## src/rtl/pwm_pkg.sv

```systemverilog
package pwm_pkg;
  localparam int DATA_W  = 8;
  localparam int ADDR_W  = 3;
  localparam int CLK_W   = 2;
  localparam int DIV_W   = 2;
  localparam int EXP_W   = 3;
  localparam int CNT_W   = 9;
  localparam int SMALL_W = 6;
  localparam int NUM_REF = (1 << CLK_W) - 1;

  localparam logic [ADDR_W-1:0] A_SIZE = 3'd0;
  localparam logic [ADDR_W-1:0] A_DIV  = 3'd1;
  localparam logic [ADDR_W-1:0] A_TYPE = 3'd2;
  localparam logic [ADDR_W-1:0] A_DLO  = 3'd3;
  localparam logic [ADDR_W-1:0] A_DHI  = 3'd4;
  localparam logic [ADDR_W-1:0] A_EN   = 3'd5;
  localparam logic [ADDR_W-1:0] A_SYNC = 3'd6;

  typedef struct packed {
    logic             size9;
    logic [CLK_W-1:0] clk_sel;
    logic [DIV_W-1:0] div_code;
    logic [EXP_W-1:0] expo;
    logic             glitch;
    logic [CNT_W-1:0] duty;
  } pwm_cfg_t;

  localparam pwm_cfg_t CFG_RST = '{size9: 1'b0, clk_sel: '0, div_code: '0,
                                   expo: '0, glitch: 1'b1, duty: '0};

  function automatic logic [2:0] div_value(input logic [DIV_W-1:0] code);
    case (code)
      2'd0:    div_value = 3'd1;
      2'd1:    div_value = 3'd3;
      2'd2:    div_value = 3'd5;
      default: div_value = 3'd6;
    endcase
  endfunction
endpackage

```

## src/rtl/pwm_shadow_regs.sv

```systemverilog
module pwm_shadow_regs
  import pwm_pkg::*;
(
  input  logic              clk_i,
  input  logic              rst_ni,
  input  logic              wr_en_i,
  input  logic [ADDR_W-1:0] wr_addr_i,
  input  logic [DATA_W-1:0] wr_data_i,
  input  logic              wrap_i,
  output pwm_cfg_t          act_o,
  output logic              en_o,
  output logic              load_o,
  output logic              pending_o
);
  pwm_cfg_t sh_q, act_q;
  logic     en_q, pend_q, sync_w;

  assign sync_w = wr_en_i && (wr_addr_i == A_SYNC) && wr_data_i[0];
  // deferred transfer only matters while a period is actually running
  assign load_o = (sync_w || pend_q) &&
                  (!act_q.glitch || !en_q || (act_q.clk_sel == '0) || wrap_i);

  always_ff @(posedge clk_i or negedge rst_ni) begin
    if (!rst_ni) begin
      sh_q   <= CFG_RST;
      act_q  <= CFG_RST;
      en_q   <= 1'b0;
      pend_q <= 1'b0;
    end else begin
      if (wr_en_i) begin
        case (wr_addr_i)
          A_SIZE: begin
            sh_q.size9   <= wr_data_i[7];
            sh_q.clk_sel <= wr_data_i[CLK_W-1:0];
          end
          A_DIV: begin
            sh_q.div_code <= wr_data_i[5:4];
            sh_q.expo     <= wr_data_i[EXP_W-1:0];
          end
          A_TYPE:  sh_q.glitch        <= wr_data_i[0];
          A_DLO:   sh_q.duty[7:0]     <= wr_data_i;
          A_DHI:   sh_q.duty[CNT_W-1] <= wr_data_i[0];
          A_EN:    en_q               <= wr_data_i[0];
          default: ;
        endcase
      end
      if (load_o) act_q <= sh_q;
      pend_q <= load_o ? 1'b0 : (pend_q | sync_w);
    end
  end

  assign act_o     = act_q;
  assign en_o      = en_q;
  assign pending_o = pend_q;
endmodule

```

## src/rtl/pwm_prescaler.sv

```systemverilog
module pwm_prescaler #(
  parameter int DIV_W = 2,
  parameter int EXP_W = 3
) (
  input  logic             clk_i,
  input  logic             rst_ni,
  input  logic             clr_i,
  input  logic             tick_i,
  input  logic [DIV_W-1:0] div_code_i,
  input  logic [EXP_W-1:0] expo_i,
  output logic             step_o
);
  localparam int ECNT_W = (1 << EXP_W) - 1;

  logic [2:0]        div_cnt, div_lim;
  logic [ECNT_W-1:0] exp_cnt, exp_lim;
  logic              div_done, exp_done;

  assign div_lim  = pwm_pkg::div_value(div_code_i) - 3'd1;
  assign exp_lim  = ~({ECNT_W{1'b1}} << expo_i);
  assign div_done = (div_cnt == div_lim);
  assign exp_done = (exp_cnt == exp_lim);
  assign step_o   = tick_i && div_done && exp_done;

  always_ff @(posedge clk_i or negedge rst_ni) begin
    if (!rst_ni) begin
      div_cnt <= '0;
      exp_cnt <= '0;
    end else if (clr_i) begin
      div_cnt <= '0;
      exp_cnt <= '0;
    end else if (tick_i) begin
      if (div_done) begin
        div_cnt <= '0;
        exp_cnt <= exp_done ? '0 : exp_cnt + 1'b1;
      end else begin
        div_cnt <= div_cnt + 3'd1;
      end
    end
  end
endmodule

```

## src/rtl/pwm_period_cnt.sv

```systemverilog
module pwm_period_cnt #(
  parameter int CNT_W   = 9,
  parameter int SMALL_W = 6
) (
  input  logic             clk_i,
  input  logic             rst_ni,
  input  logic             clr_i,
  input  logic             step_i,
  input  logic             en_i,
  input  logic             size9_i,
  input  logic [CNT_W-1:0] duty_i,
  output logic             wrap_o,
  output logic [CNT_W-1:0] cnt_o,
  output logic             pwm_o
);
  localparam logic [CNT_W-1:0] LIM_H = {CNT_W{1'b1}};
  localparam logic [CNT_W-1:0] LIM_L = CNT_W'((1 << SMALL_W) - 1);

  logic [CNT_W-1:0] cnt_q, lim, duty_eff;

  assign lim      = size9_i ? LIM_H : LIM_L;
  assign duty_eff = size9_i ? duty_i : {{(CNT_W-SMALL_W){1'b0}}, duty_i[SMALL_W-1:0]};
  assign wrap_o   = step_i && (cnt_q == lim);

  always_ff @(posedge clk_i or negedge rst_ni) begin
    if (!rst_ni)      cnt_q <= '0;
    else if (clr_i)   cnt_q <= '0;
    else if (step_i)  cnt_q <= (cnt_q == lim) ? '0 : cnt_q + 1'b1;
  end

  assign cnt_o = cnt_q;
  assign pwm_o = en_i && (cnt_q < duty_eff);
endmodule

```

## src/rtl/pwm_prescaled.sv

```systemverilog
module pwm_prescaled
  import pwm_pkg::*;
(
  input  logic              clk_i,
  input  logic              rst_ni,
  input  logic [NUM_REF-1:0] tick_i,
  input  logic              wr_en_i,
  input  logic [ADDR_W-1:0] wr_addr_i,
  input  logic [DATA_W-1:0] wr_data_i,
  output logic              pwm_o
);
  pwm_cfg_t         act_cfg;
  logic             en, load, pending, wrap, step, clr, sel_tick;
  logic [CNT_W-1:0] cnt;
  logic [NUM_REF:0] tick_ext;

  // code 0 maps to a constant zero tick: counter halts
  assign tick_ext = {tick_i, 1'b0};
  assign sel_tick = tick_ext[act_cfg.clk_sel];
  assign clr      = !en || load;

  pwm_shadow_regs u_regs (
    .clk_i, .rst_ni, .wr_en_i, .wr_addr_i, .wr_data_i,
    .wrap_i(wrap), .act_o(act_cfg), .en_o(en), .load_o(load), .pending_o(pending)
  );

  pwm_prescaler #(.DIV_W(DIV_W), .EXP_W(EXP_W)) u_pre (
    .clk_i, .rst_ni, .clr_i(clr), .tick_i(sel_tick),
    .div_code_i(act_cfg.div_code), .expo_i(act_cfg.expo), .step_o(step)
  );

  pwm_period_cnt #(.CNT_W(CNT_W), .SMALL_W(SMALL_W)) u_cnt (
    .clk_i, .rst_ni, .clr_i(clr), .step_i(step), .en_i(en),
    .size9_i(act_cfg.size9), .duty_i(act_cfg.duty),
    .wrap_o(wrap), .cnt_o(cnt), .pwm_o(pwm_o)
  );
endmodule

```

## config.mk

```make
export PLATFORM = sky130hd
export DESIGN_NAME = pwm_prescaled
export DESIGN_NICKNAME = d
export VERILOG_FILES = /design/src/rtl/pwm_pkg.sv /design/src/rtl/pwm_shadow_regs.sv /design/src/rtl/pwm_prescaler.sv /design/src/rtl/pwm_period_cnt.sv /design/src/rtl/pwm_prescaled.sv
export SDC_FILE = /design/constraint.sdc
export NUM_CORES = 1
export LEC_CHECK = 0
export ABC_AREA = 1
export BUFFER_PORTS_ARGS = -buffer_cell sky130_fd_sc_hd__buf_2
export CAP_MARGIN = 30
export CORE_AREA = 2 2 77 108
export CTS_CLUSTER_SIZE = 16
export DETAILED_ROUTE_END_ITERATION = 7
export DIE_AREA = 0 0 79 110
export PLACE_DENSITY_LB_ADDON = 0.1
export SLEW_MARGIN = 20
export SYNTH_ARGS = -nofsm -noshare
export SYNTH_HDL_FRONTEND = slang
export SYNTH_HIERARCHICAL = 1
export SYNTH_SLANG_ARGS = --single-unit
```

## constraint.sdc

```tcl
create_clock -name clk_i -period 2.5 [get_ports clk_i]
set_clock_uncertainty 0.15 [all_clocks]
set_input_delay 0.125 -clock clk_i [delete_from_list [all_inputs] [get_ports clk_i]]
set_output_delay 0.125 -clock clk_i [all_outputs]
set_load 0.03 [all_outputs]
```

==> impl_metrics.tcl, run 1 <==
set metrics [dict create \
    leakagePower_nw 2.093 \
    synth.most_common_cell "nand2_1" \
    fin_nets 501 \
    yosysUniqueCellTypes 33 \
    via_per_inst 4.798 \
    synth-edff-count 0 \
    cts_tree "done" \
    fp.dieArea_um2 8690 \
    fmax_mhz 421.7 \
    cts-root-buf "clkbuf_8" \
    yosysWarnings 6 \
    post-place-ws_ps -69.65 \
    period_needed_ps 2372 \
    p_int_mw 2.152 \
    core_area_um2 7702 \
    switchingPower_mw 1.071 \
    clkSlewWorstSetupHoldPaths_ps 70 \
    synth_top_family_by_area "simple AND/OR/NAND/NOR gates" \
    synth_simple_gate_area_share_pct 35.59 \
    numCtsBuffers 9 \
    num_vias 2773 \
    grt.overflow.total 0 \
    criticalPathCategory "reg -> reg" \
    syn_inst 417 \
    area_delta_synth_final_pct 24.43 \
    ys_top_cells_by_area "dfrtp_1, nand2_1, nand3_1" \
    tightest_slew_ps 661.4 \
    hpwlAfterDp_mm 5.264 \
    critPathRequiredTime_ps 2630 \
    vdd_drop_max_mv 0.3793 \
    synth.area.mux_share_pct 0 \
    antenna_left 0 \
    ys.flop_type "dfrtp_1" \
    antennaDiodeCount 0 \
    setup_viol 0 \
    crit_arrival_ps 2500 \
    p_sw_share_pct 33.23 \
    critPathLaunchType "flop" \
    drc 0 \
    fin_tns_setup_ps 0 \
    rrSetupSlack_ps 130 \
    async_flop_share_pct 100.0 \
    synth_area_um2 3283 \
    power_frac_comb_pct 28.8 \
    maxSlewViolCount 0 \
    cts_max_level 3 \
    syn_nets 445 \
    detail_route.wl_per_cell_um 13.04 \
    min_path_type "in -> async" \
    clkLatencyLatePin_ps 350 \
    layout-drive-gt1-share_pct 23.01 \
    num_rows 38 \
    synth-xor-area-share_pct 1.601 \
    grt_usage_pct 18.92 \
    yosysSeqAreaShare_pct 43.52 \
    clock_path_buffers 2 \
    chipHeight_um 110 \
    status "complete, no violations" \
    period_share_pct 94.87 \
    grt_pass1_vias 2781 \
    slew_headroom_pct 55.91 \
    numPortBuffers 17 \
    die_w_um 79 \
    ys_seq_elements 57 \
    hold_violations 0 \
    rsz0062_at_grt "yes" \
    clkSinkCount 57 \
    drtIter0Drc 132 \
    critPathMaxFanout 6 \
    max-cap-violations 0 \
    gp_congestion 0.8126 \
    synth-compound-area-share_pct 5.945 \
    seqPwrFrac_pct 37.8 \
    setup_slack_ps 128.4 \
    antenna_found_initial 0 \
    dpl.cell_count 538 \
    synth_top_area_share_pct 41.92 \
    ioPinCount 18 \
    drtPass1Iterations 4 \
    grt_pass1_wl_mm 12.57 \
    final_cells 578 \
    fillers 764 \
    wirelength_mm 7.537 \
    synth.avg_cell_area_um2 7.873 \
    initial_utilization_pct 42.63 \
    grt_max_degree 29 \
    yosysTopAreaCell "dfrtp_1" \
    synthAdderAreaFrac_pct 4.192 \
    p_clk_share_pct 33.4 \
    cp-end-kind "flop" \
    power_density_nw_per_um2 788.8 \
    synth_common_cells "nand2_1, dfrtp_1, inv_1" \
]
cell families after synthesis:
family	Yosys count
AO/OA/AOI/OAI	36
XOR/XNOR	6
adder cells (fa/ha/maj)	11
buffers and inverters	66
flip-flops	57
AND/OR/NAND/NOR	241
cells in the final DEF (no fill, tap or decap), drive strengths merged, types with 2 or more instances in the layout:
| master | instances |
|---|---|
| o21ai | 21 |
| bufinv | 3 |
| dfrtp | 55 |
| dlygate4sd3 | 14 |
| nor2 | 28 |
| dfstp | 2 |
| a31oi | 2 |
| nand4 | 14 |
| nand3 | 44 |
| xor2 | 6 |
| buf | 38 |
| clkbuf | 11 |
| nand3b | 2 |
| ha | 11 |
| a21oi | 11 |
| inv | 56 |
| clkinv | 4 |
| nand2 | 151 |
power by group through the flow:
stage,registers (mW),clock network [mW],logic (mW)
after floorplan,1.18,0,0.589
after global placement,1.23,0,0.733
after detailed placement,1.23,0,0.746
after CTS,1.22,1.10,0.765
after global routing,1.24,1.14,1.04
final,1.22,1.08,0.928
area by class of cell:
type,instances,area (um^2),area share (%)
flip-flops and latches,57,1434,35.10
clock inverters,5,102.6,2.511
repair buffers,52,394.1,9.648
clock buffers,11,141.4,3.461
inverters,59,234.0,5.727
multi-input cells,294,1654,40.49
well taps,100,125.1,3.063
repair_timing:
| item | CTS | global route |
|---|---|---|
| endpoints found under the hold margin | 41 | 0 |
| setup endpoints to repair | 8 | 17 |
| buffers inserted | 0 | 10 |
| resized for setup | 1 | 36 |
| hold buffers | 14 | 0 |
| pin swaps | 0 | 16 |
registers in the layout, summed over array words and instances (netlist names):
name              count
u_cnt/cnt_o           9
u_pre/div_cnt         3
u_pre/exp_cnt         7
u_regs/act_o         18
u_regs/en_o           1
u_regs/pending_o      1
u_regs/sh_q          18
stage by stage:
stage          power [mW]  hold slack [ps]  instance area [um^2]  util, %
2_1_floorplan       1.773           -320.6                  3289        -
3_3_place_gp        1.965            54.13                  3517    45.66
3_5_place_dp        1.981            49.08                  3517    45.66
4_1_cts             3.081            197.2                  3902    50.67
5_1_grt             3.420            252.3                  4085    53.04
6_report            3.223            192.4                  4085    53.04
critical path, cell delays in order (launching register included):
cell	delay, ps
dfrtp_2	430
buf_6	150
inv_2	60
nand2_2	50
nand2_2	60
nand2_2	70
nor2_4	140
nand4_1	120
inv_2	90
nand4_4	80
inv_2	80
nor2_4	40
o21ai_4	80
nand2_8	60
inv_2	50
inv_2	30
nand2_4	120
nor2_4	70
inv_4	80
nand2_2	50
xor2_1	130
nor2_1	90
metal layers:
| layer | GRT usage (%) | part of all wire [%] |
|---|---|---|
| met5 | 0 | 0 |
| met4 | 10.34 | 3.1 |
| met3 | 3.420 | 2.2 |
| met2 | 33.23 | 51 |
| met1 | 21.74 | 43 |
final timing paths:
kind / cells after the start / end / start
min in group clk_i: 7 / u_pre/exp_cnt[0] / tick_i[0]
worst max-delay path: 21 / u_cnt/cnt_o[2] / u_regs/act_o[12]
worst min-delay path: 2 / u_cnt/cnt_o[8] / rst_ni
worst max register to register: 21 / u_cnt/cnt_o[2] / u_regs/act_o[12]
worst min register to register: 2 / u_regs/act_o[3] / u_regs/act_o[3]
max in group asynchronous: 3 / u_regs/sh_q[17] / rst_ni
No activity file was read; power rests on OpenSTA's default activity.
==> run 2, diff against run 1 <==
- ABC_AREA: 1 -> not set
- CAP_MARGIN: 30 -> not set
- CORE_AREA: 2 2 77 108 -> 2 2 78 110
- CTS_CLUSTER_DIAMETER: not set -> 40
- DIE_AREA: 0 0 79 110 -> 0 0 80 112
==> run 2 against run 1 <==
  * The flow now finishes with violations (setup timing)
  * Via count is 2.9% higher
  * Routed wire length is 7.1% higher
  * Count of clock-buffer cells in the layout is 3 higher
  * Register-to-register slack worse by 470 ps
  * Sequential power hardly changed
  * Cell area is 11% higher
  * Setup slack worse by 470 ps
  * Synthesized cell count is 18% lower
  * Non-clock buffer count is 34 higher
  * Hold slack worse by 170 ps
  * Combinational power is 21% higher
  * Core utilization is 3.5 points higher
  * Critical path type unchanged
  * Critical endpoint is now u_pre/exp_cnt[6]
  * Largest cell class unchanged
  * Highest routed layer unchanged
==> impl_metrics.tcl, run 2 <==
set metrics [dict create \
    period_needed_ps 2838 \
    syn_nets 370 \
    syn_inst 342 \
    slowest_delay_ps 380 \
    crit_top_cell "or3_1" \
    drtIter0Drc 139 \
    yosysSeqAreaShare_pct 41.57 \
    whs_endpoint "u_regs/sh_q[9]" \
    rsz0062_at_grt "yes" \
    core_area_um2 8003 \
    final_core_util_pct 56.54 \
    yosysUniqueCellTypes 57 \
    rrSetupSlack_ps -340 \
    drc 0 \
    crit_start "u_regs/act_o[10]" \
    min_path_type "in -> reg" \
    critPathRequiredTime_ps 2600 \
    period_share_pct 113.5 \
    critPathLaunchType "flop" \
    clkLatencyLatePin_ps 320 \
    power_density_nw_per_um2 793.1 \
    yosysWarnings 6 \
    num_vias 2854 \
    clock_path_buffers 2 \
    die_w_um 80 \
    grt_max_degree 58 \
    fin_nets 451 \
    leakagePower_nw 1.996 \
    antennaDiodeCount 0 \
    antenna_found_initial 0 \
    synth_area_um2 3437 \
    max-cap-violations 0 \
    cts_tree "done" \
    cp-end-kind "flop" \
    critPathMaxFanout 6 \
    grt_usage_pct 19.98 \
    antenna_left 0 \
    slew_headroom_pct 66.79 \
    synth-edff-count 0 \
    tightest_slew_ps 496.5 \
    ys.flop_type "dfrtp_1" \
    failed_checks "setup timing" \
    async_flop_share_pct 100.0 \
    drtPass1Iterations 4 \
    cp_slowest_cell "or3_1" \
    status "finished with violations" \
    final_area_um2 4524 \
    numPortBuffers 17 \
    cts_max_level 3 \
    gp_congestion 0.8082 \
    yosysTopAreaCell "dfrtp_1" \
    r2r_end "u_pre/exp_cnt[6]" \
    grt_pass1_wl_mm 13.98 \
    post-place-ws_ps -388.1 \
    numCtsBuffers 9 \
    setup_viol 17 \
    wirelength_mm 8.071 \
    synth_top_area_share_pct 40.04 \
    synth.avg_cell_area_um2 10.05 \
    final_cell_mix "buf_4, dfrtp_1, o21ai_0" \
    layout-drive-gt1-share_pct 34.58 \
    path_cells "or3_1 > o32ai_2 > a31oi_2 > nor4_4 > and2_4 > and3b_1 > a21oi_2 > nand2b_4 > buf_4 > nor3_4 > or3_1 > a21oi_1" \
    reg2reg_from "u_regs/act_o[10]" \
    hold_depth 4 \
    ys_top_cells_by_area "dfrtp_1, o211ai_2, o21ai_0" \
    ys_seq_elements 57 \
    cts-root-buf "clkbuf_16" \
    maxSlewViolCount 0 \
    fmax_mhz 352.4 \
    min_from "wr_addr_i[0]" \
    vdd_drop_max_mv 0.6384 \
    crit_arrival_ps 2930 \
    criticalPathCategory "reg -> reg" \
    grt.overflow.total 0 \
    synth.most_common_cell "dfrtp_1" \
    setup_slack_ps -337.7 \
    place_area_um2 4021 \
    clkSinkCount 57 \
    detail_route.wl_per_cell_um 15.23 \
    fp.dieArea_um2 8960 \
    clkSlewWorstSetupHoldPaths_ps 50 \
    initial_utilization_pct 42.95 \
    grt_pass1_vias 2964 \
    hold_violations 0 \
    via_per_inst 5.385 \
    synth_common_cells "dfrtp_1, o21ai_0, nor2b_1" \
    chipHeight_um 112 \
    ioPinCount 18 \
    hpwlAfterDp_mm 5.900 \
    reg2reg_depth 12 \
    area_delta_synth_final_pct 31.63 \
    num_rows 39 \
]
-- run 2: changes by cell type after synthesis, moves of 9 or more --
cell / change
inv_1: -41
nand3_1: -17
nor2b_1: +22
mux2_2: +13
clkbuf_1: +9
xnor2_1: +10
nand2_1: -126
o21ai_0: +27
o211ai_2: +18
-- run 2: metrics by stage --
stage | total power, mW | TNS [ps] | hold WS, ps | instances
after floorplan | 1.954 | -13370 | -320.6 | 342
after global placement | 2.244 | -2914 | 9.122 | 498
after detailed placement | 2.277 | -4269 | 10.26 | 498
after CTS | 3.598 | -4036 | 16.46 | 527
after global routing | 3.801 | -9624 | 79.66 | 530
final | 3.588 | -3930 | 24.77 | 530
-- run 2: kinds of logic (layout without fill, tap and decap cells) --
logic type      after synthesis  in the layout  share of synthesized area, %
flops                        57             57                         41.57
mux                          21             21                         6.735
buf+inv                      25            111                         3.604
compound gates               89             89                         19.77
fa+ha+maj                    11             11                         4.004
xor+xnor                     14             14                         3.567
simple gates                125            125                         20.75
-- run 2: worst max path at each step --
stage,end,slack [ps]
2_1_floorplan,u_pre/exp_cnt[3],-820
3_3_place_gp,u_cnt/cnt_o[8],-270
3_5_place_dp,u_cnt/cnt_o[8],-390
4_1_cts,u_pre/exp_cnt[6],-360
5_1_grt,u_pre/exp_cnt[6],-540
6_report,u_pre/exp_cnt[6],-340
-- run 2: worst max-delay path: cells and delay by family, from the launching register on --
| family | cells | cell delay [ps] |
|---|---|---|
| AOI/OAI and AO/OA | 4 | 550 |
| buffers and inverters | 1 | 120 |
| DFF | 1 | 370 |
| and+or+nand+nor | 7 | 1560 |
-- run 2: repair_timing --
action                                  4_1_cts  5_1_grt
pin swaps                                     0        2
buffers inserted                              5        3
gates resized for setup                       4       13
hold endpoints to repair                     74        0
hold buffers                                  9        0
endpoints found under the setup margin       21       38
gates cloned                                  0        0
-- run 2: layer usage --
| metal | up-vias | part of all wire (%) | track usage (%) |
|---|---|---|---|
| li1 | 1422 | - | - |
| met1 | 1372 | 43 | 24.16 |
| met2 | 45 | 53 | 34.22 |
| met3 | 15 | 1.9 | 2.674 |
| met4 | 0 | 2.5 | 9.944 |
| met5 | - | 0 | 0 |
-- run 2: report_power, final --
group	switching, mW	internal, mW	total [mW]
clock network	0.404	0.851	1.25
logic	0.558	0.559	1.12
registers	0.116	1.10	1.22
-- run 2: layout make-up --
class	count	area (um^2)
clock buffers	14	274.0
inverters	9	33.78
clock inverters	2	35.03
flip-flops and latches	57	1429
multi-input cells	260	1963
well taps	102	127.6
repair buffers	86	661.9
fillers	712	3478
==> run 3, diff against run 2 <==
- CORE_AREA: 2 2 78 110 -> 2 2 103 105
- DIE_AREA: 0 0 80 112 -> 0 0 105 107
==> run 3 against run 2 <==
  * The flow still finishes with violations (setup timing)
  * Non-clock buffer count up 4
  * Largest cell class unchanged
  * Largest power group is now registers
  * Critical path depth up 2
  * Register-to-register slack worse by 110 ps
  * Sequential share of layout area down 1.3 points
==> impl_metrics.tcl, run 3 (synthesis results as in run 2) <==
set metrics [dict create \
    drc 0 \
    use_met1_pct 23.29 \
    grt_max_degree 28 \
    clkSlewWorstSetupHoldPaths_ps 70 \
    num_vias 2897 \
    period_share_pct 117.8 \
    post-place-ws_ps -401.2 \
    fillers 992 \
    criticalPathCategory "reg -> reg" \
    setup_slack_ps -445.2 \
    tightest_slew_ps 716.8 \
    num_rows 37 \
    ioPinCount 18 \
    cts_max_level 3 \
    chipHeight_um 107 \
    hold_violations 0 \
    via_per_inst 5.109 \
    critPathMaxFanout 6 \
    drtPass1Iterations 4 \
    slew_headroom_pct 52.21 \
    min_path_type "in -> reg" \
    numCtsBuffers 9 \
    clock_path_buffers 2 \
    path_cells "mux2i_1 > mux2i_2 > nor2b_1 > and4_4 > nor2_4 > nor4_4 > and2_4 > and3b_2 > a21oi_2 > nand2b_4 > buf_6 > nor3_4 > or3_4 > a21oi_2" \
    fmax_mhz 339.5 \
    status "finished with violations" \
    use_met3_pct 3.647 \
    fin_tns_setup_ps -7284 \
    wirelength_mm 8.955 \
    vdd_drop_max_mv 0.2741 \
    critPathRequiredTime_ps 2640 \
    crit_top_cell "a21oi_2" \
    cts-root-buf "clkbuf_8" \
    leakagePower_nw 1.990 \
    setup_viol 36 \
    detail_route.wl_per_cell_um 15.79 \
    clkLatencyLatePin_ps 350 \
    die_w_um 105 \
    antenna_left 0 \
    numPortBuffers 17 \
    cp_slowest_cell "dfrtp_1" \
    cp_top_family "simple AND/OR/NAND/NOR gates" \
    grt_pass1_vias 3029 \
    layout-drive-gt1-share_pct 41.53 \
    grt_usage_pct 17.18 \
    max-cap-violations 0 \
    final_cell_mix "buf_4, dfrtp_1, o21ai_0" \
    fp.dieArea_um2 11240 \
    power_density_nw_per_um2 741.0 \
    crit_arrival_ps 3080 \
    grt.overflow.total 0 \
    final_core_util_pct 46.70 \
    core_area_um2 10090 \
    antennaDiodeCount 0 \
    busiest_layer "met2" \
    rsz0062_at_grt "yes" \
    fin_nets 456 \
    drtIter0Drc 69 \
    initial_utilization_pct 34.06 \
    failed_checks "setup timing" \
    area_delta_synth_final_pct 37.13 \
    final_area_um2 4713 \
    maxSlewViolCount 0 \
    cts_tree "done" \
    cp.buffers_inverters 1 \
    antenna_found_initial 0 \
    slowest_delay_ps 400 \
    cp-end-kind "flop" \
    period_needed_ps 2945 \
    hpwlAfterDp_mm 6.159 \
    final_common_cell "buf_4" \
    place_area_um2 4059 \
    critPathLaunchType "flop" \
    grt_util_met2_pct 25.97 \
    clkSinkCount 57 \
    grt_pass1_wl_mm 15.04 \
    gp_congestion 0.7672 \
]
run 3: cell types whose count changed in the layout (fill, tap and decap cells not counted), sizes merged:
cell         change
buf              +3
bufinv           +1
clkbuf           -3
dlygate4sd3      +1
nand2b           +1
run 3: worst min-delay path, cell delays in order:
cell	delay, ps
buf_2	150
nand4b_1	130
o21ai_0	80
run 3: path summary, 6_finish.rpt:
check / start / endpoint / slack, ps / depth (start not counted)
max: u_regs/act_o[16] / u_pre/exp_cnt[3] / -450 / 14
min: wr_en_i / u_regs/en_o / 30 / 3
max reg2reg: u_regs/act_o[16] / u_pre/exp_cnt[3] / -450 / 14
min reg2reg: u_regs/sh_q[5] / u_regs/sh_q[5] / 350 / 1
max in group asynchronous: rst_ni / u_regs/act_o[9] / 1210 / 3
min in group asynchronous: rst_ni / u_pre/exp_cnt[2] / 220 / 2
run 3: final cells by class:
| cell class | instances | area (um^2) | share of cell area [%] |
|---|---|---|---|
| clock inverter | 3 | 65.06 | 1.380 |
| timing repair buffer | 90 | 693.2 | 14.71 |
| tap | 136 | 170.2 | 3.610 |
| clock buffer | 11 | 151.4 | 3.212 |
| multi-input combinational | 261 | 2168 | 46.00 |
| inverter | 9 | 36.28 | 0.7698 |
| sequential | 57 | 1429 | 30.32 |
run 3: stage by stage:
stage	total power [mW]	hold slack, ps	std cells
floorplan	1.954	-320.6	342
global placement	2.275	63.19	533
detailed placement	2.298	74.01	533
CTS	3.360	15.97	563
global route	3.732	53.14	567
finish	3.492	29.41	567
run 3: repair_timing:
action                                  in CTS  in global routing
setup buffers                                5                  4
resized for setup                           15                 61
cloned                                       1                  2
hold buffers                                10                  0
pin swaps                                    4                 21
hold endpoints to repair                    42                  0
endpoints found under the setup margin      18                 38
run 3: per-layer routing:
metal	vias up	share of wire, %
met3	21	3.2
met4	0	2.9
li1	1429	-
met5	-	0
met1	1389	48
met2	58	45
run 3: report_power, final:
group / internal (mW) / total [mW] / switching, mW
clock network: 0.603 / 0.987 / 0.384
registers: 1.10 / 1.26 / 0.157
logic: 0.627 / 1.25 / 0.621
total: 2.33 / 3.49 / 1.16
